**config.mk**
```make
export PLATFORM = sky130hd
export DESIGN_NAME = rx_desc_sink
export DESIGN_NICKNAME = d
export VERILOG_FILES = /design/src/rtl/rx_sink_pkg.sv /design/src/rtl/rx_desc_ack.sv /design/src/rtl/rx_beat_hold.sv /design/src/rtl/rx_desc_sink.sv
export SDC_FILE = /design/constraint.sdc
export NUM_CORES = 1
export LEC_CHECK = 0
export CORE_ASPECT_RATIO = 0.5
export CORE_MARGIN = 10
export CORE_UTILIZATION = 37
export DETAILED_ROUTE_END_ITERATION = 7
export PLACE_DENSITY = 0.77
export RECOVER_POWER = 25
export REMOVE_ABC_BUFFERS = 1
export SETUP_SLACK_MARGIN = 0.2
export SYNTH_ARGS = -nofsm -noshare
export SYNTH_HDL_FRONTEND = slang
export SYNTH_SLANG_ARGS = --single-unit
```
**constraint.sdc**
```tcl
create_clock -name clk_i -period 1.69 [get_ports clk_i]
set_input_delay 0.338 -clock clk_i [delete_from_list [all_inputs] [get_ports clk_i]]
set_output_delay 0.338 -clock clk_i [all_outputs]
set_load 0.01 [all_outputs]
```
**src/rtl/rx_sink_pkg.sv**
```systemverilog
package rx_sink_pkg;
  parameter int unsigned BUS_W  = 64;
  parameter int unsigned DESC_W = 136;
  localparam int unsigned BE_W  = BUS_W / 8;

  typedef struct packed {
    logic [BUS_W-1:0] data;
    logic [BE_W-1:0]  be;
    logic             sop;
  } beat_t;
endpackage

```
**src/rtl/rx_desc_ack.sv**
```systemverilog
module rx_desc_ack #(
  parameter int unsigned DESC_W = 136,
  parameter int unsigned BAL_W  = 3
) (
  input  logic              clk_i,
  input  logic              rst_ni,
  input  logic              req_i,
  input  logic [DESC_W-1:0] desc_i,
  input  logic              done_i,
  output logic              ack_o,
  output logic [DESC_W-1:0] desc_o
);
  logic              ack_q;
  logic [BAL_W-1:0]  bal_q;
  logic [DESC_W-1:0] desc_q;
  logic              outstanding;
  logic              launch;

  // acknowledged descriptors minus finished payloads, two's complement
  assign outstanding = ~bal_q[BAL_W-1] & (|bal_q);
  assign launch      = req_i & ~ack_q & ~outstanding;

  always_ff @(posedge clk_i or negedge rst_ni) begin
    if (!rst_ni) begin
      ack_q  <= 1'b0;
      bal_q  <= '0;
      desc_q <= '0;
    end else begin
      ack_q <= launch;
      if (launch) desc_q <= desc_i;
      case ({launch, done_i})
        2'b10:   bal_q <= bal_q + BAL_W'(1);
        2'b01:   bal_q <= bal_q - BAL_W'(1);
        default: bal_q <= bal_q;
      endcase
    end
  end

  assign ack_o  = ack_q;
  assign desc_o = desc_q;


  ack_pulse_chk: assert property (@(posedge clk_i) disable iff (!rst_ni)
    ack_q |=> !ack_q);

  ack_needs_req_chk: assert property (@(posedge clk_i) disable iff (!rst_ni)
    $rose(ack_q) |-> $past(req_i));

  ack_gate_chk: assert property (@(posedge clk_i) disable iff (!rst_ni)
    (outstanding && !done_i) |=> !ack_q);
endmodule

```
**src/rtl/rx_beat_hold.sv**
```systemverilog
module rx_beat_hold
  import rx_sink_pkg::*;
(
  input  logic             clk_i,
  input  logic             rst_ni,
  input  logic             dfr_i,
  input  logic             dv_i,
  input  logic [BUS_W-1:0] data_i,
  input  logic [BE_W-1:0]  be_i,
  input  logic             ready_i,
  output logic             ws_o,
  output logic             valid_o,
  output logic [BUS_W-1:0] data_o,
  output logic [BE_W-1:0]  be_o,
  output logic             sop_o,
  output logic             eop_o,
  output logic             done_o
);
  beat_t h_q;
  beat_t in_beat;
  logic  h_valid_q, h_last_q, started_q;
  logic  is_last, next_offered, in_fire, out_fire;

  assign ws_o         = ~ready_i;
  // held beat is final once the phase request has dropped behind it
  assign is_last      = h_valid_q & (h_last_q | ~dfr_i);
  assign next_offered = h_valid_q & dfr_i & dv_i;
  assign valid_o      = is_last | next_offered;
  assign in_fire      = dfr_i & dv_i & ready_i;
  assign out_fire     = valid_o & ready_i;
  assign done_o       = out_fire & is_last;

  assign in_beat = '{data: data_i, be: be_i, sop: ~started_q};

  always_ff @(posedge clk_i or negedge rst_ni) begin
    if (!rst_ni) begin
      h_q       <= '0;
      h_valid_q <= 1'b0;
      h_last_q  <= 1'b0;
      started_q <= 1'b0;
    end else begin
      if (in_fire) begin
        h_q       <= in_beat;
        h_valid_q <= 1'b1;
        h_last_q  <= 1'b0;
      end else if (out_fire) begin
        h_valid_q <= 1'b0;
        h_last_q  <= 1'b0;
      end else if (h_valid_q && !dfr_i) begin
        h_last_q  <= 1'b1;
      end
      if (!dfr_i)       started_q <= 1'b0;
      else if (in_fire) started_q <= 1'b1;
    end
  end

  assign data_o = h_q.data;
  assign be_o   = h_q.be;
  assign sop_o  = h_q.sop;
  assign eop_o  = is_last;


  no_overwrite_chk: assert property (@(posedge clk_i) disable iff (!rst_ni)
    (in_fire && h_valid_q) |-> out_fire);

  stall_hold_chk: assert property (@(posedge clk_i) disable iff (!rst_ni)
    (!ready_i && h_valid_q) |=> (h_valid_q && $stable(h_q)));

  last_sticky_chk: assert property (@(posedge clk_i) disable iff (!rst_ni)
    (h_valid_q && h_last_q && !out_fire) |=> (h_valid_q && h_last_q));
endmodule

```
**src/rtl/rx_desc_sink.sv**
```systemverilog
module rx_desc_sink
  import rx_sink_pkg::*;
#(
  parameter int unsigned BAL_W = 3
) (
  input  logic              clk_i,
  input  logic              rst_ni,
  input  logic              req_i,
  input  logic [DESC_W-1:0] desc_i,
  output logic              ack_o,
  input  logic              dfr_i,
  input  logic              dv_i,
  output logic              ws_o,
  input  logic [BUS_W-1:0]  data_i,
  input  logic [BE_W-1:0]   be_i,
  output logic              desc_valid_o,
  output logic [DESC_W-1:0] desc_o,
  output logic              beat_valid_o,
  input  logic              beat_ready_i,
  output logic [BUS_W-1:0]  beat_data_o,
  output logic [BE_W-1:0]   beat_be_o,
  output logic              sop_o,
  output logic              eop_o
);
  logic payload_done;
  logic ack;

  rx_desc_ack #(
    .DESC_W (DESC_W),
    .BAL_W  (BAL_W)
  ) i_desc_ack (
    .clk_i  (clk_i),
    .rst_ni (rst_ni),
    .req_i  (req_i),
    .desc_i (desc_i),
    .done_i (payload_done),
    .ack_o  (ack),
    .desc_o (desc_o)
  );

  rx_beat_hold i_beat_hold (
    .clk_i   (clk_i),
    .rst_ni  (rst_ni),
    .dfr_i   (dfr_i),
    .dv_i    (dv_i),
    .data_i  (data_i),
    .be_i    (be_i),
    .ready_i (beat_ready_i),
    .ws_o    (ws_o),
    .valid_o (beat_valid_o),
    .data_o  (beat_data_o),
    .be_o    (beat_be_o),
    .sop_o   (sop_o),
    .eop_o   (eop_o),
    .done_o  (payload_done)
  );

  assign ack_o        = ack;
  assign desc_valid_o = ack;
endmodule

```
* Yosys cells after proc, flatten, opt, wreduce, memory -nomap -nowiden
Index checks and enable logic that the tools add are counted.
W data, S select, Z words.
** Cells by class
- $add $sub $neg :: 2
- Eq/ne operators :: 3
- Muxes and demuxes :: 8
- Bitwise gates (word level) :: 18
- Reductions and logical operators :: 6
** Operator list (number)
- $and A1 B1 Y1 :: 10
- $mux W1 :: 7
- $not A1 Y1 :: 6
- $pmux W3 S2 :: 1
- $reduce_bool A2 Y1 :: 2
- $add A3 B1 Y3 const B :: 1
- $reduce_bool A3 Y1 :: 1
- $reduce_or A3 Y1 :: 1
- $sub A3 B1 Y3 const B :: 1
- $eq A2 B1 Y1 const B :: 1
- $eq A2 B2 Y1 const B :: 1
- $ne A2 B1 Y1 const B :: 1
- $or A1 B1 Y1 :: 2
- $logic_and A1 B1 Y1 :: 1
- $logic_not A1 Y1 :: 1
** Word-level totals
- Register bits :: 216
- Input port bits :: 214
- Output and inout port bits :: 214
- Logic and storage cells :: 46

* Longest topological paths before layout
Gate-level depths: netlist of the first run.
- Depth after elaboration :: 8
- Mapped depth :: 9

* Hierarchy
From an unflattened synthesis of the first run, not the netlist that was laid out.
** Unflattened totals
- Cells, all modules :: 480
- Area, all modules :: 9001.1 um^2
** Modules (own cells, without submodules)
- rx_desc_ack :: instances 1, cells an instance 305, area each 5883.1 um^2
- rx_beat_hold :: instances 1, cells an instance 174, area each 3110.5 um^2
- rx_desc_sink :: instances 1, cells an instance 1, area each 7.5 um^2

* Worst setup path before layout of the first run
Ideal clock, no wire load.
- Kind :: register to register
- Start :: register i_desc_ack.bal_q[2]
- End :: register i_desc_ack.bal_q[2]
- Library setup time :: 0.079 ns
- Arrival :: 1.770 ns
- Path slack :: -0.159 ns
- Stages on the path, launching flop included :: 9
- Buffers on the path :: 1
- Clock period less this slack :: 1.849 ns
- Cell sequence :: dfrtp_1 > o21ai_4 > buf_4 > ha_1 > inv_1 > fa_1 > xor2_1 > nor2_1 > xor2_1
** Between the ends
- Word-level cells in the longest chain between the ends :: 6
** RTL lines
- from (decl) :: line rx_desc_ack.sv:14 : logic [BAL_W-1:0] bal_q;
- from (signal assigned) :: line rx_desc_ack.sv:32 : 2'b10: bal_q <= bal_q + BAL_W'(1);
- from (signal assigned) :: line rx_desc_ack.sv:33 : 2'b01: bal_q <= bal_q - BAL_W'(1);
- from (signal assigned) :: line rx_desc_ack.sv:34 : default: bal_q <= bal_q;
- $reduce_or A3 Y1 / $not A1 Y1 (equally long branches) :: line rx_desc_ack.sv:20 : assign outstanding = ~bal_q[BAL_W-1] & (|bal_q);
- $and A1 B1 Y1 :: line rx_desc_ack.sv:20
- $not A1 Y1 :: line rx_desc_ack.sv:21 : assign launch = req_i & ~ack_q & ~outstanding;
- $and A1 B1 Y1 :: line rx_desc_ack.sv:21
- $eq A2 B1 Y1 / $eq A2 B2 Y1 (equally long branches) :: line rx_desc_ack.sv:31 : case ({launch, done_i})
- $pmux W3 S2 / $reduce_bool A2 Y1 (equally long branches)
Parallel ways exist; a longest one is shown, timed or not.
A chain may end at the register's enable or synchronous reset.

* Worst setup path in the final report of the first run
- Start :: register i_desc_ack.bal_q[0]
- End :: register i_desc_ack.desc_q[133], in the netlist i_desc_ack.desc_o[133]
** Between the ends
- Word-level cells in the longest chain between the ends :: 4
** RTL lines
- $reduce_or A3 Y1 :: line rx_desc_ack.sv:20
- $and A1 B1 Y1 :: line rx_desc_ack.sv:20
- $not A1 Y1 :: line rx_desc_ack.sv:21
- $and A1 B1 Y1 :: line rx_desc_ack.sv:21
- to (signal assigned) :: line rx_desc_ack.sv:30 : if (launch) desc_q <= desc_i;
- to (decl) :: line rx_desc_ack.sv:15 : logic [DESC_W-1:0] desc_q;
No other way between the ends.

==> results.md, run 1 <==
- Setup CP Type: reg2reg
- Power per cell area: 1760 nW/um2
- Final hold vios: 0
- RD Place Congestion: 0.837
- Synthesized instance count: 482
- Max_slew headroom: 21.2%
- Rows: 39
- Initial drt markers: 192
- Detailed placement HPWL: 22,300 um
- HP Class: in2reg
- Synth cell types: 21
- Vias: 5,940
- Vias in the first global route: 6,737
- Peak VDD IR: 855 uV
- CP startpoint kind: flip-flop
- Fmax: 576 MHz
- Final #Nets: 1,205
- Post-Route WL: 31,000 um
- Total track usage: 18.7%
- Min Hold Slack: 0.376 ns
- Worst path arrival time: 2.13 ns
- Initial core utilization: 38.0%
- Root buffer cell: clkbuf_16
- Post-placement cell count: 1,217
- Post-layout util: 61.1%
- Syn_area_per_cell: 18.2 um2
- Yosys reg bits: 216
- Routed Antenna Nets: 0
- WL per Instance: 23.6 um
- P&R area growth vs syn: 60.8%
- DR top layer: met4
- Area of the multi-input gates: 3070 um2
- Commonest non-fill, non-tap cell in the layout: dfrtp_1
- Die area: 30,600 um2
- Routed wire length on met3: 1200 um
- # IOs: 428
- Congestion Overflow GR: 0
- Status: complete, but fails checks
- Most frequent cells in the layout: dfrtp_1, clkdlybuf4s50_1, buf_2
- Clk Latency, worst-skew pair: 0.51 ns
- Met2 routed wirelength: 17,700 um
- CTS clock-pin slew for the worst setup and hold paths: 0.06 ns
- Placed cell areas: 13,400 um2
- Largest net degree at the start of global routing: 48
- Worst-margin pin slew: 1.18 ns
- Final setup violation count: 10
- CP required: 2.08 ns
- Initial antenna violation count: 3
- Endpoint class of the critical path: flip-flop
- Drt drc: 0
- Via density: 4.53
- Period utilization: 103%
- Max Root-Sink Buffers: 3
- DR pass1 iterations: 4
- Violated checks: setup timing
- Setup Skew: 0.0135 ns
- Sequential-to-total area share from yosys stat: 61.7%
- YS warnings: 0
- Number of H-tree levels: 1
- Leak: 6.90 nW
- Crit Path Max Fanout: 7
- First-pass GRT wire length: 44,100 um
- Max-slew violations: 0
- Min Clock Period, post-route: 1.74 ns
- Die Span Y: 129 um
- Met1 wire length: 11,200 um
- Finished layout cell area: 14,100 um2
- Synth Cell Area: 8760 um2
- CTS tree: built
- Max Cap Viol: 0
- Pre-CTS setup slack: -0.540 ns
- # port buffers: 427
- DIE WIDTH: 238 um
- Share of cells above drive strength 1: 54.4%
- CTS Buf Count: 21
- Fillers: 1,822
- Layout Cells excl Fill: 1,312
- Sequential cell area: 5410 um2
- CTS Sinks: 216
- Core ar.: 23,000 um2
- Final worst slack: -0.0464 ns
- RSZ-0062 raised after global routing: true
path summary, 6_finish.rpt:
kind                                            start                      to  slack, ns  cells after the start
min in group asynchronous                      rst_ni   i_desc_ack.desc_o[75]       0.62                      2
worst min register to register  i_beat_hold.started_q       i_beat_hold.sop_o       0.48                      1
worst min-delay path                     beat_ready_i   i_beat_hold.started_q       0.38                      4
worst max register to register    i_desc_ack.bal_q[0]  i_desc_ack.desc_o[133]      -0.05                      8
worst max-delay path              i_desc_ack.bal_q[0]  i_desc_ack.desc_o[133]      -0.05                      8
max in group asynchronous                      rst_ni   i_desc_ack.desc_o[20]       0.16                      3
registers in the layout, indices dropped and copies added, names as in the netlist:
signal,count
i_desc_ack.desc_o,136
i_desc_ack.ack_o,1
i_beat_hold.sop_o,1
i_desc_ack.bal_q,3
i_beat_hold.started_q,1
i_beat_hold.be_o,8
i_beat_hold.data_o,64
i_beat_hold.h_valid_q,1
i_beat_hold.h_last_q,1
metal layers:
metal | vias to the layer above | track usage [%]
li1 | 2699 | -
met1 | 3043 | 20.2
met4 | 0 | 5.62
met2 | 145 | 36.8
met3 | 53 | 3.60
met5 | - | 0
per-stage QoR:
step,TNS (ns),power (mW)
CTS,-0.300,24.7
global route,-6.25,26.0
finish,-0.286,24.8
floorplan,-467.01,14.0
detailed placement,-42.21,19.8
global placement,-37.37,19.5
timing repair:
action	4_1_cts	5_1_grt
setup buffers	19	17
setup endpoints to repair	343	239
resized for setup	770	113
hold endpoints to repair	39	0
hold buffers	1	0
gates cloned	12	7
pin swaps	6	5
final cells by class:
type                       instances  share of cell area [%]
timing repair buffer             508                    32.2
sequential                       216                    38.4
clock inverter                     7                   0.480
inverter                           7                   0.187
clock buffer                      29                    4.16
multi-input combinational        235                    21.8
antenna                            3                  0.0533
tap                              307                    2.73
Yosys cell counts (all sizes together):
| master | instances | area [um2] |
|---|---|---|
| fa | 1 | 20.0 |
| a21oi | 3 | 15.0 |
| buf | 24 | 360 |
| ha | 1 | 12.5 |
| dfrtp | 216 | 5410 |
| nand3 | 1 | 5.00 |
| inv | 7 | 26.3 |
| xor2 | 2 | 17.5 |
| nand2 | 5 | 18.8 |
| xnor2 | 1 | 8.76 |
| nor2b | 2 | 15.0 |
| mux2 | 208 | 2790 |
| nor2 | 6 | 25.0 |
| o21ai | 5 | 36.3 |
critical path: stages (launching register included):
cell and delay, ns:
dfrtp_1 0.39, nor2_2 0.17, o21ai_4 0.09, buf_12 0.14, buf_12 0.14, buf_8 0.13, buf_12 0.12, buf_16 0.13
mux2_4 0.30
power breakdown:
part           total (mW)  switching (mW)  internal [mW]
Clock                4.62            2.03           2.59
Combinational        11.7            4.67           7.04
Sequential           8.50            1.23           7.27
Total                24.8            7.93           16.9
logic make-up (layout without fill, tap and decap cells):
logic type,count (synthesis),in the layout,synth area share [%]
compound gates,8,8,0.586
xor+xnor,3,3,0.300
fa+ha+maj,2,2,0.371
buf+inv,31,551,4.41
flops,216,216,61.7
mux,208,208,31.9
other cells,0,3,0
simple gates,14,14,0.729
No activity file was read; power rests on OpenSTA's default activity.
==> inputs of run 2 (changes only) <==
--- a/config.mk
+++ b/config.mk
@@ -9,6 +9,7 @@
 export CORE_MARGIN = 10
 export CORE_UTILIZATION = 37
 export DETAILED_ROUTE_END_ITERATION = 7
+export MAX_ROUTING_LAYER = met4
 export PLACE_DENSITY = 0.77
 export RECOVER_POWER = 25
 export REMOVE_ABC_BUFFERS = 1
==> results.md, run 2 (synthesized netlist as in run 1, its figures left out) <==
- Buf/Inv on CP: 5
- Worst-margin pin slew: 1.20 ns
- Clk Latency, worst-skew pair: 0.51 ns
- Family with the most delay on the worst path: buffers and inverters
- Max Cap Viol: 0
- R2r startpoint: i_desc_ack.ack_o
- # port buffers: 427
- Final hold vios: 0
- Period utilization: 103%
- Final worst slack: -0.0506 ns
- Cell Chain, Critical Path: nor2b_2 > o21ai_4 > buf_12 > buf_12 > buf_8 > buf_12 > buf_16 > mux2_4
- Final setup violation count: 10
- Min Hold Slack: 0.368 ns
- Vias: 5,948
- Layout Cells excl Fill: 1,310
- DR pass1 iterations: 4
- Die Span Y: 129 um
- FF-to-FF End: i_desc_ack.desc_o[133]
- Power per cell area: 1760 nW/um2
- First-pass GRT wire length: 44,100 um
- Congestion Overflow GR: 0
- Crit Path Max Fanout: 7
- Die area: 30,600 um2
- Violated checks: setup timing
- RD Place Congestion: 0.850
- # IOs: 428
- HP Class: in2reg
- R2R depth: 8
- Largest net degree at the start of global routing: 48
- Cell mode on critical path: buf_12
- Total track usage: 19.3%
- Initial antenna violation count: 2
- Most frequent cells in the layout: dfrtp_1, clkdlybuf4s50_1, buf_2
- Flip-flop count of the largest register after layout: 136
- RSZ-0062 raised after global routing: true
- Max-slew violations: 0
- Max_slew headroom: 20.3%
- Sequential cell area: 5410 um2
- Initial drt markers: 207
- Share of cells above drive strength 1: 54.3%
- CTS Sinks: 216
- Leak: 6.90 nW
- R2R Setup Slk: -0.05 ns
- Fmax: 575 MHz
- CTS Buf Count: 21
- Core ar.: 23,000 um2
- Total power: 24.8 mW
- Min Clock Period, post-route: 1.74 ns
- Fillers: 1,820
- Post-Route WL: 31,000 um
- Hold Crit Start: beat_ready_i
- Rows: 39
- Final #Nets: 1,204
- Hold Path End: i_beat_hold.started_q
- Status: complete, but fails checks
- Via density: 4.54
- Endpoint class of the critical path: flip-flop
- Setup CP Type: reg2reg
- WL per Instance: 23.7 um
- CTS tree: built
- Root buffer cell: clkbuf_16
- CP peak stage delay: 0.40 ns
- Area of the multi-input gates: 3070 um2
- Setup Skew: 0.0151 ns
- Detailed placement HPWL: 22,300 um
- CTS clock-pin slew for the worst setup and hold paths: 0.06 ns
- CP startpoint kind: flip-flop
- Peak VDD IR: 855 uV
- Max Root-Sink Buffers: 3
- Initial core utilization: 38.0%
- CP required: 2.08 ns
- Sum of negative setup slack: -0.319 ns
- Vias in the first global route: 6,744
- Post-layout util: 61.2%
- Routed Antenna Nets: 0
- CP max-delay cell: dfrtp_1
- DIE WIDTH: 238 um
- Worst path arrival time: 2.14 ns
- Hold path cells: 4
- Drt drc: 0
- P&R area growth vs syn: 60.8%
- Post-placement cell count: 1,217
- Number of H-tree levels: 1
- Commonest non-fill, non-tap cell in the layout: dfrtp_1
## run 2: stage by stage
step	instance area (um2)	setup WS (ns)
4_1_cts	14200	-0.0400
5_1_grt	14100	-0.126
3_3_place_gp	13400	-0.499
3_5_place_dp	13400	-0.540
2_1_floorplan	8400	-3.47
6_report	14100	-0.0506
## run 2: layer usage
| layer | track usage, % | vias up | wire, um |
|---|---|---|---|
| li1 | - | 2698 | - |
| met1 | 20.3 | 3064 | 11500 |
| met2 | 36.8 | 133 | 17700 |
| met3 | 3.26 | 53 | 1010 |
| met4 | 5.73 | 0 | 873 |
| met5 | - | - | 0 |
## run 2: timing repair
action,CTS,global route
gates resized for setup,770,113
endpoints found under the hold margin,39,0
setup endpoints to repair,343,239
hold buffers,1,0
cloned,12,7
setup buffers,19,16
pin swaps,6,5
## run 2: layout make-up
class / count / share of cell area, %
multi-input cells: 235 / 21.8
repair buffers: 507 / 32.2
clock inverters: 7 / 0.480
diodes: 2 / 0.0355
clock buffers: 29 / 4.16
inverters: 7 / 0.187
flip-flops and latches: 216 / 38.4
well taps: 307 / 2.73
## run 2: power by group
| group | switching, mW | total [mW] | internal (mW) | leakage (nW) |
|---|---|---|---|---|
| Sequential | 1.23 | 8.50 | 7.27 | 2.55 |
| Combinational | 4.68 | 11.7 | 7.03 | 4.03 |
| Clock | 2.03 | 4.62 | 2.58 | 0.325 |
| Total | 7.94 | 24.8 | 16.9 | 6.90 |
## run 2: worst reg2reg max path, stage by stage, from the launching register on
cell and delay (ns):
dfrtp_1 0.40, nor2b_2 0.16, o21ai_4 0.10, buf_12 0.14, buf_12 0.15, buf_8 0.13, buf_12 0.12, buf_16 0.13
mux2_4 0.30
## run 2: worst max path at each step
stage | from | slack (ns) | cells past startpoint | end
finish | i_desc_ack.ack_o | -0.05 | 8 | i_desc_ack.desc_o[133]
global route | i_beat_hold.h_valid_q | -0.13 | 9 | i_desc_ack.bal_q[2]
CTS | i_beat_hold.h_last_q | -0.04 | 4 | eop_o
detailed placement | dfr_i | -0.54 | 10 | i_desc_ack.bal_q[2]
global placement | dfr_i | -0.50 | 10 | i_desc_ack.bal_q[2]
floorplan | i_desc_ack.bal_q[2] | -3.47 | 7 | i_desc_ack.bal_q[2]
==> inputs of run 3 (changes only) <==
--- a/config.mk
+++ b/config.mk
@@ -16,4 +16,5 @@
 export SETUP_SLACK_MARGIN = 0.2
 export SYNTH_ARGS = -nofsm -noshare
 export SYNTH_HDL_FRONTEND = slang
+export SYNTH_HIERARCHICAL = 1
 export SYNTH_SLANG_ARGS = --single-unit
==> results.md, run 3 <==
- First-pass GRT wire length: 44,700 um
- CTS Sinks: 216
- Max-slew violations: 0
- YS warnings: 6
- Initial drt markers: 239
- Endpoint class of the critical path: output pin
- RD Place Congestion: 0.858
- Post-synthesis mux area share: 33.6%
- Peak VDD IR: 727 uV
- Status: complete, but fails checks
- # port buffers: 427
- R2r startpoint: i_beat_hold/h_last_q
- Via density: 4.51
- Vias: 5,990
- Die area: 31,300 um2
- Family with the most delay on the worst path: flip-flops
- Synthesized instance count: 480
- Initial core utilization: 37.5%
- Violated checks: setup timing
- Cell Chain, Critical Path: nand2b_4 > buf_6 > and2_4 > buf_6
- Final hold vios: 0
- CTS Buf Count: 21
- Synth top area share: 60.1%
- Congestion Overflow GR: 0
- Total power: 24.8 mW
- Synth top cells by count: dfrtp_1, mux2_4, mux2_2, buf_12, buf_6
- Routed Antenna Nets: 0
- DR pass1 iterations: 4
- Setup CP Type: reg2out
- Ys async rst share: 100%
- Buf/Inv on CP: 2
- Detailed placement HPWL: 23,500 um
- EDFF count, synth: 0
- Leak: 7.18 nW
- Most used flip-flop cell after synthesis: dfrtp_1
- Max_slew headroom: 51.7%
- Min Hold Slack: 0.322 ns
- Initial antenna violation count: 2
- Power per cell area: 1730 nW/um2
- Synth cell types: 26
- Final worst slack: -0.0929 ns
- Max Root-Sink Buffers: 3
- # IOs: 428
- Synth Area in Adders: 0.361%
- CTS clock-pin slew for the worst setup and hold paths: 0.07 ns
- CP startpoint kind: flip-flop
- FF-to-FF End: i_desc_ack/bal_q[2]
- Largest family of logic cells by synthesized area: multiplexers
- Drt drc: 0
- Layout Cells excl Fill: 1,329
- Flip-flop count of the largest register after layout: 136
- CTS tree: built
- Worst-margin pin slew: 0.724 ns
- Synth area leaders: dfrtp_1, mux2_4, mux2_2, buf_12, buf_6
- Placed cell areas: 13,700 um2
- Crit Path Max Fanout: 2
- WL per Instance: 23.8 um
- CP max-delay cell: dfrtp_1
- DIE WIDTH: 241 um
- CP peak stage delay: 0.40 ns
- Period utilization: 105%
- Synth Cell Area: 9000 um2
- Share of cells above drive strength 1: 54.2%
- Post-layout util: 59.8%
- Largest net degree at the start of global routing: 58
- Compound-gate portion of the synthesized area: 0.528%
- P&R area growth vs syn: 59.1%
- Clk Latency, worst-skew pair: 0.51 ns
- Min Clock Period, post-route: 1.78 ns
- Setup Skew: 0.0229 ns
- Vias in the first global route: 6,768
- Rows: 40
- Top-count cell post-synth: dfrtp_1
- Final setup violation count: 3
- Finished layout cell area: 14,300 um2
- Worst path arrival time: 1.44 ns
- R2R depth: 8
- Core ar.: 24,000 um2
- Root buffer cell: clkbuf_16
- Number of H-tree levels: 1
- Leading area contributor after synthesis: dfrtp_1
- R2R Setup Slk: -0.03 ns
- Die Span Y: 130 um
- XOR/XNOR Fraction of Synth Area: 0.292%
- Cell mode on critical path: buf_6
- Most frequent cells in the layout: dfrtp_1, clkdlybuf4s50_1, mux2_4
- Post-placement cell count: 1,229
- Post-Route WL: 31,600 um
- Syn_area_per_cell: 18.8 um2
- RSZ-0062 raised after global routing: true
- Total track usage: 19.6%
- Final #Nets: 1,217
- Sequential-to-total area share from yosys stat: 60.1%
- HP Class: in2async
- Yosys reg bits: 216
- Max Cap Viol: 0
- Fmax: 561 MHz
- Commonest non-fill, non-tap cell in the layout: dfrtp_1
- CP required: 1.35 ns
- Post-synthesis simple-gate area fraction: 0.848%
## run 3: kinds of logic after synthesis
logic type | count (synthesis)
AOI/OAI and AO/OA | 6
xor gates and xnor gates | 3
adders and majority gates | 2
buffers and inverters | 30
DFF | 216
muxes | 209
and+or+nand+nor | 14
## run 3: area by class of cell
| type | count | area, um2 |
|---|---|---|
| inverter | 6 | 22.5 |
| antenna | 2 | 5.00 |
| tap | 315 | 394 |
| sequential | 216 | 5410 |
| clock inverter | 1 | 8.76 |
| multi-input combinational | 234 | 3270 |
| fill | 1903 | 9650 |
| timing repair buffer | 522 | 4590 |
| clock buffer | 33 | 631 |
## run 3: metrics by stage
stage | worst slack, ns | setup TNS [ns]
6_report | -0.0929 | -0.197
5_1_grt | -0.152 | -0.508
4_1_cts | -0.119 | -0.270
3_5_place_dp | -0.455 | -40.98
3_3_place_gp | -0.430 | -37.98
2_1_floorplan | -3.50 | -538.99
## run 3: what timing repair did
| action | 4_1_cts | 5_1_grt |
|---|---|---|
| setup buffers | 24 | 27 |
| gates cloned | 13 | 0 |
| endpoints found under the hold margin | 38 | 0 |
| gates resized for setup | 767 | 101 |
| hold buffers | 1 | 0 |
| pin swaps | 2 | 2 |
| setup endpoints to repair | 314 | 212 |
## run 3: worst max path at each step
| stage | startpoint | endpoint | slack [ns] | cells after the start |
|---|---|---|---|---|
| floorplan | i_desc_ack/bal_q[2] | i_desc_ack/bal_q[2] | -3.50 | 7 |
| global placement | dfr_i | i_desc_ack/bal_q[2] | -0.43 | 9 |
| detailed placement | dfr_i | i_desc_ack/bal_q[2] | -0.46 | 9 |
| CTS | i_beat_hold/h_last_q | eop_o | -0.12 | 4 |
| global route | i_beat_hold/h_last_q | beat_valid_o | -0.15 | 5 |
| finish | i_beat_hold/h_last_q | eop_o | -0.09 | 4 |
## run 3: where the power goes
| part | total, mW | switching, mW | internal, mW |
|---|---|---|---|
| combinational | 11.7 | 4.56 | 7.17 |
| clock | 4.52 | 1.98 | 2.55 |
| sequential | 8.54 | 1.27 | 7.27 |
## run 3: metal layers
metal  share of wire (%)  global-route usage, %
met1                  36                   20.9
met2                  57                   36.1
met3                 3.3                   3.24
met4                 3.8                   7.99
met5                   0                      -
## run 3: worst register-to-register path: cells and delay by family, from the launching register on
family                     cells  cell delay, ns
buffers and inverters          1            0.04
and+or+nand+nor                3            0.42
DFF                            1            0.38
xor gates and xnor gates       2            0.29
adders and majority gates      2            0.52
